`src/rtl/pix_demux_pkg.sv`:
```
// Package: shared widths, format codes and the sub-word record.
// Assumes: bus and pixel widths are fixed by the packings (12 in, 24 out).
package pix_demux_pkg;

    localparam int SUB_W   = 12;
    localparam int PIX_W   = 24;
    localparam int FMT_W   = 3;
    localparam int SAMP_W  = 8;
    localparam int STAT_W  = 3;
    localparam int STAT_LO = 4;

    typedef enum logic [FMT_W-1:0] {
        FMT_WIDE12  = 3'd0,
        FMT_MIX888  = 3'd1,
        FMT_RGB565  = 3'd2,
        FMT_RGB555  = 3'd3,
        FMT_YC422   = 3'd4
    } fmt_e;

    typedef struct packed {
        logic [SUB_W-1:0] d;
        logic             hs;
        logic             vs;
        logic             de;
    } subword_t;

endpackage

```
`src/rtl/pix_demux_capture.sv`:
```
// Edge capture: samples the bus on both clock edges and presents, on each
// rising edge, the a/b candidates for the selected clocking mode.
// Assumes: ddr_mode and clk_invert are static while out of reset.
module pix_demux_capture
    import pix_demux_pkg::*;
(
    input  logic     clk,
    input  logic     rst_n,
    input  logic     clk_invert,
    input  subword_t bus_now,
    output subword_t sub_a,
    output subword_t sub_b
);

    subword_t fall_q;
    subword_t rise_q;

    // Hold the bus value seen at each falling edge.
    always_ff @(negedge clk) begin
        if (!rst_n) fall_q <= '0;
        else        fall_q <= bus_now;
    end

    // Hold the bus value seen at the previous rising edge.
    always_ff @(posedge clk) begin
        if (!rst_n) rise_q <= '0;
        else        rise_q <= bus_now;
    end

    // Later sample is the current edge's sub-word; earlier one precedes it.
    always_comb begin
        sub_b = clk_invert ? fall_q : bus_now;
        sub_a = clk_invert ? rise_q : fall_q;
    end

endmodule

```
`src/rtl/pix_demux_pair.sv`:
```
// Pair assembler: forms a/b pairs. Dual-edge mode yields one pair every
// cycle; single-edge mode alternates and resyncs on a data-enable rise.
// Assumes: sub_b is the single sub-word of the cycle in single-edge mode.
module pix_demux_pair
    import pix_demux_pkg::*;
(
    input  logic     clk,
    input  logic     rst_n,
    input  logic     ddr_mode,
    input  subword_t sub_a,
    input  subword_t sub_b,
    output subword_t pair_a,
    output subword_t pair_b,
    output logic     pair_v
);

    subword_t hold_q;
    logic     want_b;
    logic     de_last;
    logic     de_rise;

    // A sub-word with enable high after one with it low opens a pixel.
    always_comb de_rise = sub_b.de && !de_last;

    // Sequence sub-words into pairs and strobe each completed one.
    always_ff @(posedge clk) begin
        if (!rst_n) begin
            hold_q  <= '0;
            want_b  <= 1'b0;
            de_last <= 1'b0;
            pair_a  <= '0;
            pair_b  <= '0;
            pair_v  <= 1'b0;
        end else begin
            de_last <= sub_b.de;
            if (ddr_mode) begin
                pair_a <= sub_a;
                pair_b <= sub_b;
                pair_v <= 1'b1;
                want_b <= 1'b0;
            end else if (de_rise || !want_b) begin
                hold_q <= sub_b;
                want_b <= 1'b1;
                pair_v <= 1'b0;
            end else begin
                pair_a <= hold_q;
                pair_b <= sub_b;
                pair_v <= 1'b1;
                want_b <= 1'b0;
            end
        end
    end

endmodule

```
`src/rtl/pix_demux_unpack.sv`:
```
// Unpacker: maps a pair to a 24-bit pixel by format code, tracks chroma
// phase and start-of-active-video codes in the luma/chroma packing, and
// registers the result.
// Assumes: fmt is static while out of reset; zero bytes are reserved for codes.
module pix_demux_unpack
    import pix_demux_pkg::*;
(
    input  logic              clk,
    input  logic              rst_n,
    input  logic [FMT_W-1:0]  fmt,
    input  subword_t          pair_a,
    input  subword_t          pair_b,
    input  logic              pair_v,
    output logic              pix_valid,
    output logic [PIX_W-1:0]  pix_data,
    output logic              pix_hsync,
    output logic              pix_vsync,
    output logic              pix_de,
    output logic              pix_cr,
    output logic [STAT_W-1:0] sav_status
);

    localparam int HALF = SAMP_W / 2;

    logic [SUB_W-1:0]  a;
    logic [SUB_W-1:0]  b;
    logic [PIX_W-1:0]  mapped;
    logic              is_yc;
    logic              zero_seen;
    logic              cr_phase;
    logic              is_status;
    logic              pair_zero;

    // Short names for the two sub-word data fields.
    always_comb begin
        a = pair_a.d;
        b = pair_b.d;
    end

    // Select the bit placement for the configured packing.
    always_comb begin
        case (fmt)
            FMT_WIDE12: mapped = {b, a};
            FMT_MIX888: mapped = {b[11:7], b[3:1],
                                  b[6:4], a[11:9], b[0], a[3],
                                  a[8:4], a[2:0]};
            FMT_RGB565: mapped = {b[11:7], 3'b000,
                                  b[6:4], a[11:9], 2'b00,
                                  a[8:4], 3'b000};
            FMT_RGB555: mapped = {b[10:6], 3'b000,
                                  b[5:4], a[11:9], 3'b000,
                                  a[8:4], 3'b000};
            FMT_YC422:  mapped = {b[SAMP_W-1:0], a[SAMP_W-1:0], {SAMP_W{1'b0}}};
            default:    mapped = '0;
        endcase
    end

    // Flag the code pairs of the luma/chroma stream.
    always_comb begin
        is_yc     = (fmt == FMT_YC422);
        pair_zero = (a[SAMP_W-1:0] == '0) && (b[SAMP_W-1:0] == '0);
        is_status = is_yc && zero_seen;
    end

    // Register the pixel, the chroma phase and the start-code status.
    always_ff @(posedge clk) begin
        if (!rst_n) begin
            pix_valid  <= 1'b0;
            pix_data   <= '0;
            pix_hsync  <= 1'b0;
            pix_vsync  <= 1'b0;
            pix_de     <= 1'b0;
            pix_cr     <= 1'b0;
            sav_status <= '0;
            zero_seen  <= 1'b0;
            cr_phase   <= 1'b0;
        end else begin
            pix_valid <= pair_v && !is_status;
            if (pair_v) begin
                if (is_status) begin
                    sav_status <= a[STAT_LO +: STAT_W];
                    cr_phase   <= 1'b0;
                    zero_seen  <= 1'b0;
                end else begin
                    pix_data  <= mapped;
                    pix_hsync <= pair_a.hs;
                    pix_vsync <= pair_a.vs;
                    pix_de    <= pair_a.de;
                    pix_cr    <= is_yc && cr_phase;
                    zero_seen <= is_yc && pair_zero;
                    if (!is_yc)          cr_phase <= 1'b0;
                    else if (pair_a.de)  cr_phase <= !cr_phase;
                end
            end
        end
    end

    // HALF documents the nibble size left unused by 8-bit samples.
    initial if (HALF != 4) $display("pix_demux_unpack: unexpected sample width");

endmodule

```
`src/rtl/pix_demux.sv`:
```
// Top: multiplexed pixel input demultiplexer. Wires capture, pairing and
// unpacking; the output is two rising edges behind the last sub-word.
// Assumes: configuration inputs change only while rst_n is low.
module pix_demux
    import pix_demux_pkg::*;
(
    input  logic              clk,
    input  logic              rst_n,
    input  logic              ddr_mode,
    input  logic              clk_invert,
    input  logic [2:0]        fmt,
    input  logic [11:0]       din,
    input  logic              hsync_in,
    input  logic              vsync_in,
    input  logic              de_in,
    output logic              pix_valid,
    output logic [23:0]       pix_data,
    output logic              pix_hsync,
    output logic              pix_vsync,
    output logic              pix_de,
    output logic              pix_cr,
    output logic [2:0]        sav_status
);

    subword_t bus_now;
    subword_t sub_a;
    subword_t sub_b;
    subword_t pair_a;
    subword_t pair_b;
    logic     pair_v;

    // Bundle the bus with its qualifiers.
    always_comb bus_now = '{d: din, hs: hsync_in, vs: vsync_in, de: de_in};

    pix_demux_capture u_capture (
        .clk        (clk),
        .rst_n      (rst_n),
        .clk_invert (clk_invert),
        .bus_now    (bus_now),
        .sub_a      (sub_a),
        .sub_b      (sub_b)
    );

    pix_demux_pair u_pair (
        .clk      (clk),
        .rst_n    (rst_n),
        .ddr_mode (ddr_mode),
        .sub_a    (sub_a),
        .sub_b    (sub_b),
        .pair_a   (pair_a),
        .pair_b   (pair_b),
        .pair_v   (pair_v)
    );

    pix_demux_unpack u_unpack (
        .clk        (clk),
        .rst_n      (rst_n),
        .fmt        (fmt),
        .pair_a     (pair_a),
        .pair_b     (pair_b),
        .pair_v     (pair_v),
        .pix_valid  (pix_valid),
        .pix_data   (pix_data),
        .pix_hsync  (pix_hsync),
        .pix_vsync  (pix_vsync),
        .pix_de     (pix_de),
        .pix_cr     (pix_cr),
        .sav_status (sav_status)
    );

endmodule

```
`config.mk`:
```
export PLATFORM = sky130hd
export DESIGN_NAME = pix_demux
export DESIGN_NICKNAME = d
export VERILOG_FILES = /design/src/rtl/pix_demux_pkg.sv /design/src/rtl/pix_demux_capture.sv /design/src/rtl/pix_demux_pair.sv /design/src/rtl/pix_demux_unpack.sv /design/src/rtl/pix_demux.sv
export SDC_FILE = /design/constraint.sdc
export NUM_CORES = 1
export LEC_CHECK = 0
export ABC_AREA = 1
export BUFFER_PORTS_ARGS = -buffer_cell sky130_fd_sc_hd__buf_2
export CAP_MARGIN = 20
export CORE_MARGIN = 2
export CORE_UTILIZATION = 55
export DETAILED_ROUTE_END_ITERATION = 7
export HOLD_SLACK_MARGIN = 0.08
export PLACE_DENSITY_LB_ADDON = 0.25
export SYNTH_ARGS = -nofsm -noshare
export SYNTH_HDL_FRONTEND = slang
export SYNTH_SLANG_ARGS = --single-unit
export TNS_END_PERCENT = 50
```
`constraint.sdc`:
```
create_clock -name clk -period 1.55 [get_ports clk]
set_input_delay 0 -clock clk [delete_from_list [all_inputs] [get_ports clk]]
set_output_delay 0 -clock clk [all_outputs]
set_load 0.01 [all_outputs]
```
Word level (Yosys, flattened, before mapping)

Cells that the tools add are included.

Eq/ne operators: 6
Mux-type cells: 15
Bitwise operators: 3
Reductions and logical operators: 19

Operator list:

| operator             | number |
|---|---|
| $pmux W24 S5         | 1 |
| $mux W15             | 7 |
| $logic_not A8 Y1     | 2 |
| $reduce_and A2 Y1    | 4 |
| $mux W1              | 7 |
| $eq A3 B2 Y1 const B | 2 |
| $logic_and A1 B1 Y1  | 6 |
| $logic_not A1 Y1     | 4 |
| $eq A3 B1 Y1 const B | 1 |
| $eq A3 B3 Y1 const B | 1 |
| $logic_not A3 Y1     | 1 |
| $ne A3 B3 Y1 const B | 1 |
| $not A1 Y1           | 3 |
| $ne A2 B2 Y1 const B | 1 |
| $reduce_or A2 Y1     | 1 |
| $logic_or A1 B1 Y1   | 1 |

Register bits: 109
Input bits: 22
Output and inout bits: 32
Logic and storage cells: 72

Logic depth before layout (Yosys ltp)

Depth after elaboration: 5
Mapped depth: 9
Mapped depth without buffers: 7

Modules after synthesis

Synthesis repeated with hierarchy kept, for this count alone.

Cells, all modules: 693
Area total of the unflattened synthesis: 4994.8 sq um

By module, submodules not included:

| module            | times used | cells each | area each (sq um) | sequential area each (sq um) |
|---|---|---|---|---|
| pix_demux_pair    | 1          | 260        | 1978.1            | 960.9 |
| pix_demux_unpack  | 1          | 274        | 1920.6            | 680.7 |
| pix_demux_capture | 1          | 159        | 1096.1            | 600.6 |

==> flow_summary.toml <==
[hold_path]
holdPathStages = 4
hold_class = "in -> reg"
hold_start = "clk_invert"
whs_endpoint = "u_pair.de_last$_SDFF_PN0_"

[power]
p_total_mw = 5.60
p_leak_nw = 2.84
ir_drop_uv = 584
powerDensity_nw_per_um2 = 1000

[drt]
drt_first_pass_iters = 5
wl_mm = 11.1
ant_nets = 0
drtIter0Drc = 298
avgViaCountPerCell = 5.28
drc_errors = 0
wl_per_cell_um = 13.2
vias = 4455

[run_status]
failed_checks = "negative setup slack"
outcome = "finished with violations"

[clocking]
htree_levels = 3
clock-sinks = 109
clockRootBuffer = "clkbuf_8"
clock_latency_ns = 0.40
clock_path_buffers = 2
cts_tree = "built"
clk_pin_slew_ns = 0.10
cts-buffers-inserted = 9
cts_hold_buf = 30

[floorplan]
rows = 33
die_h_um = 95.2
start_util = 0.562
core-area_um2 = 8130
die_x_um = 95.2
dieArea_um2 = 9060
io_pins = 54

[yosys]
ys_ff_latch = 109
ys.warnings.count = 0
synth_nets = 671
avgSynthCellArea_um2 = 7.05
synth.distinct_cells = 26
ys_seq_area_frac = 0.477
netlist_instances = 649
synth_area_um2 = 4570

[global_routing]
grt_usage = 0.258
antenna_found_initial = 0
grt_pass1_wl_mm = 18.6
grt_pass1_vias = 4020
grt_max_degree = 53
grt_remaining_overflow = 0

[final_layout]
nNetsFinal = 756
layout_common_cells = "nand2_1 (231), nand3_1 (113), dfxtp_1 (108)"
multi_input_area_um2 = 2100
nFillCells = 681
area_delta_synth_final_pct = 22.1
num_antenna_cells = 0
regArea_um2 = 2180
finalNonFillerCells = 844
layout_commonest_cell = "nand2_1"
layout-drive-gt1-share = 0.146

[sta]
setup_ws_ns = -0.449
tightest_slew_ns = 0.562
setup_viol = 44
slew_violations = 0
hold_violations = 0
tns_ns = -18.66
maxSlewHeadroom = 0.626
rsz0062_at_grt = "true"
clock_skew_ns = 0.0424

[worst_setup_path]
critPathTopFamily = "simple AND/OR/NAND/NOR gates"
critPathMaxStageDelay_ns = 0.32
worstSetupPathType = "reg -> reg"
worst-r2r-cell-count = 8
r2r_start = "u_capture.fall_q[0]$_DFF_N_"
path_max_fanout = 10
crit_buf_inv = 2
start_kind = "flop"
crit_required_ns = 1.82
reg2reg_slack_ns = -0.45
slowest_stage = "dfxtp_2"
worst_path_most_repeated_cell = "nand2_2"
critPathCaptureType = "flop"
worstPathCellList = "inv_2, nand2_2, nand3b_1, nand2_2, nand2_4, buf_12, nand3_1, nand2_1"
worstPathArrival_ns = 2.27
r2r-end = "u_pair.pair_b[3]$_SDFFE_PN0N_"

[placed_design]
dp.cells = 782
dp_slack_ns = -0.449
hpwlAfterDp_mm = 7.59
place.gp.congestion = 0.902
io_buffers = 53

[flow_run]
maxCapViolCount = 0
[metrics by stage]
| step | util | area (um^2) | hold WS, ns |
|---|---|---|---|
| detailed placement | 0.605 | 4920 | 0.218 |
| finish | 0.687 | 5590 | 0.0228 |
| CTS | 0.683 | 5560 | 0.00254 |
| floorplan | - | 4610 | 0.110 |
| global placement | 0.605 | 4920 | 0.208 |
| global route | 0.687 | 5590 | 0.0480 |
[kinds of logic after synthesis]
family                 Yosys count  share of synthesized area
buffers and inverters           75                     0.0749
AO/OA/AOI/OAI                   52                     0.0574
AND/OR/NAND/NOR                413                      0.391
flip-flops                     109                      0.477
[layer usage]
layer  track usage  up-vias  part of all wire
met2         0.421      150              0.47
met1         0.349     2031              0.45
met3        0.0277       29             0.053
met5             0        -                 0
li1              -     2245                 -
met4         0.105        0             0.022
[worst reg2reg max path, delay by kind of cell (launching register included)]
kind,cells,cell delay [ns]
flops,1,0.32
buf+inv,2,0.22
simple gates,6,0.57
[area by class of cell]
class                           instances  share of cell area
Sequential cell                       109               0.391
Multi-Input combinational cell        465               0.376
Timing Repair Buffer                   98               0.138
Clock buffer                           11              0.0253
Inverter                               36              0.0242
Tap cell                              105              0.0235
Clock inverter                         20              0.0217
[worst max path at each step]
stage / start / end / slack, ns / depth (start not counted)
after floorplan: u_capture.fall_q[0]$_DFF_N_ / u_pair.hold_q[11]$_SDFFE_PN0P_ / -0.31 / 8
after global placement: u_capture.fall_q[0]$_DFF_N_ / u_pair.pair_a[11]$_SDFFE_PN0N_ / -0.40 / 8
after detailed placement: u_capture.fall_q[0]$_DFF_N_ / u_pair.pair_a[11]$_SDFFE_PN0N_ / -0.45 / 8
after CTS: u_capture.fall_q[0]$_DFF_N_ / u_pair.pair_b[3]$_SDFFE_PN0N_ / -0.39 / 8
after global routing: u_capture.fall_q[0]$_DFF_N_ / u_pair.pair_a[13]$_SDFFE_PN0N_ / -0.52 / 8
final: u_capture.fall_q[0]$_DFF_N_ / u_pair.pair_b[3]$_SDFFE_PN0N_ / -0.45 / 8
[registers in the layout, indices dropped and copies added, names as in the netlist, 3 cells and up]
signal	cells
u_unpack.pix_data	24
u_capture.fall_q	15
u_capture.rise_q	15
u_pair.hold_q	15
u_pair.pair_a	15
u_pair.pair_b	12
u_unpack.sav_status	3
[report_power, final]
group	leakage [nW]	switching [mW]	internal [mW]
registers	0.894	0.0995	2.93
clock network	0.184	1.06	0.858
logic	1.76	0.390	0.263
[synth_stat cells (all sizes together)]
cell / number / area (um^2)
nand2: 235 / 892
nand3: 122 / 623
dfxtp: 109 / 2180
nor2: 46 / 209
o21ai: 42 / 210
inv: 36 / 135
buf: 27 / 161
clkbuf: 11 / 42.5
a21oi: 9 / 45.0
nand4: 7 / 43.8
and2: 1 / 6.26
clkinv: 1 / 3.75
nand3b: 1 / 7.51
nor3: 1 / 5.00
o211ai: 1 / 7.51
[what timing repair did]
action | 4_1_cts | 5_1_grt
resized for setup | 12 | 6
cloned | 1 | 0
hold endpoints to repair | 43 | 2
setup buffers | 1 | 0
pin swaps | 2 | 1
endpoints found under the setup margin | 44 | 44
No activity file was read; power rests on OpenSTA's default activity.
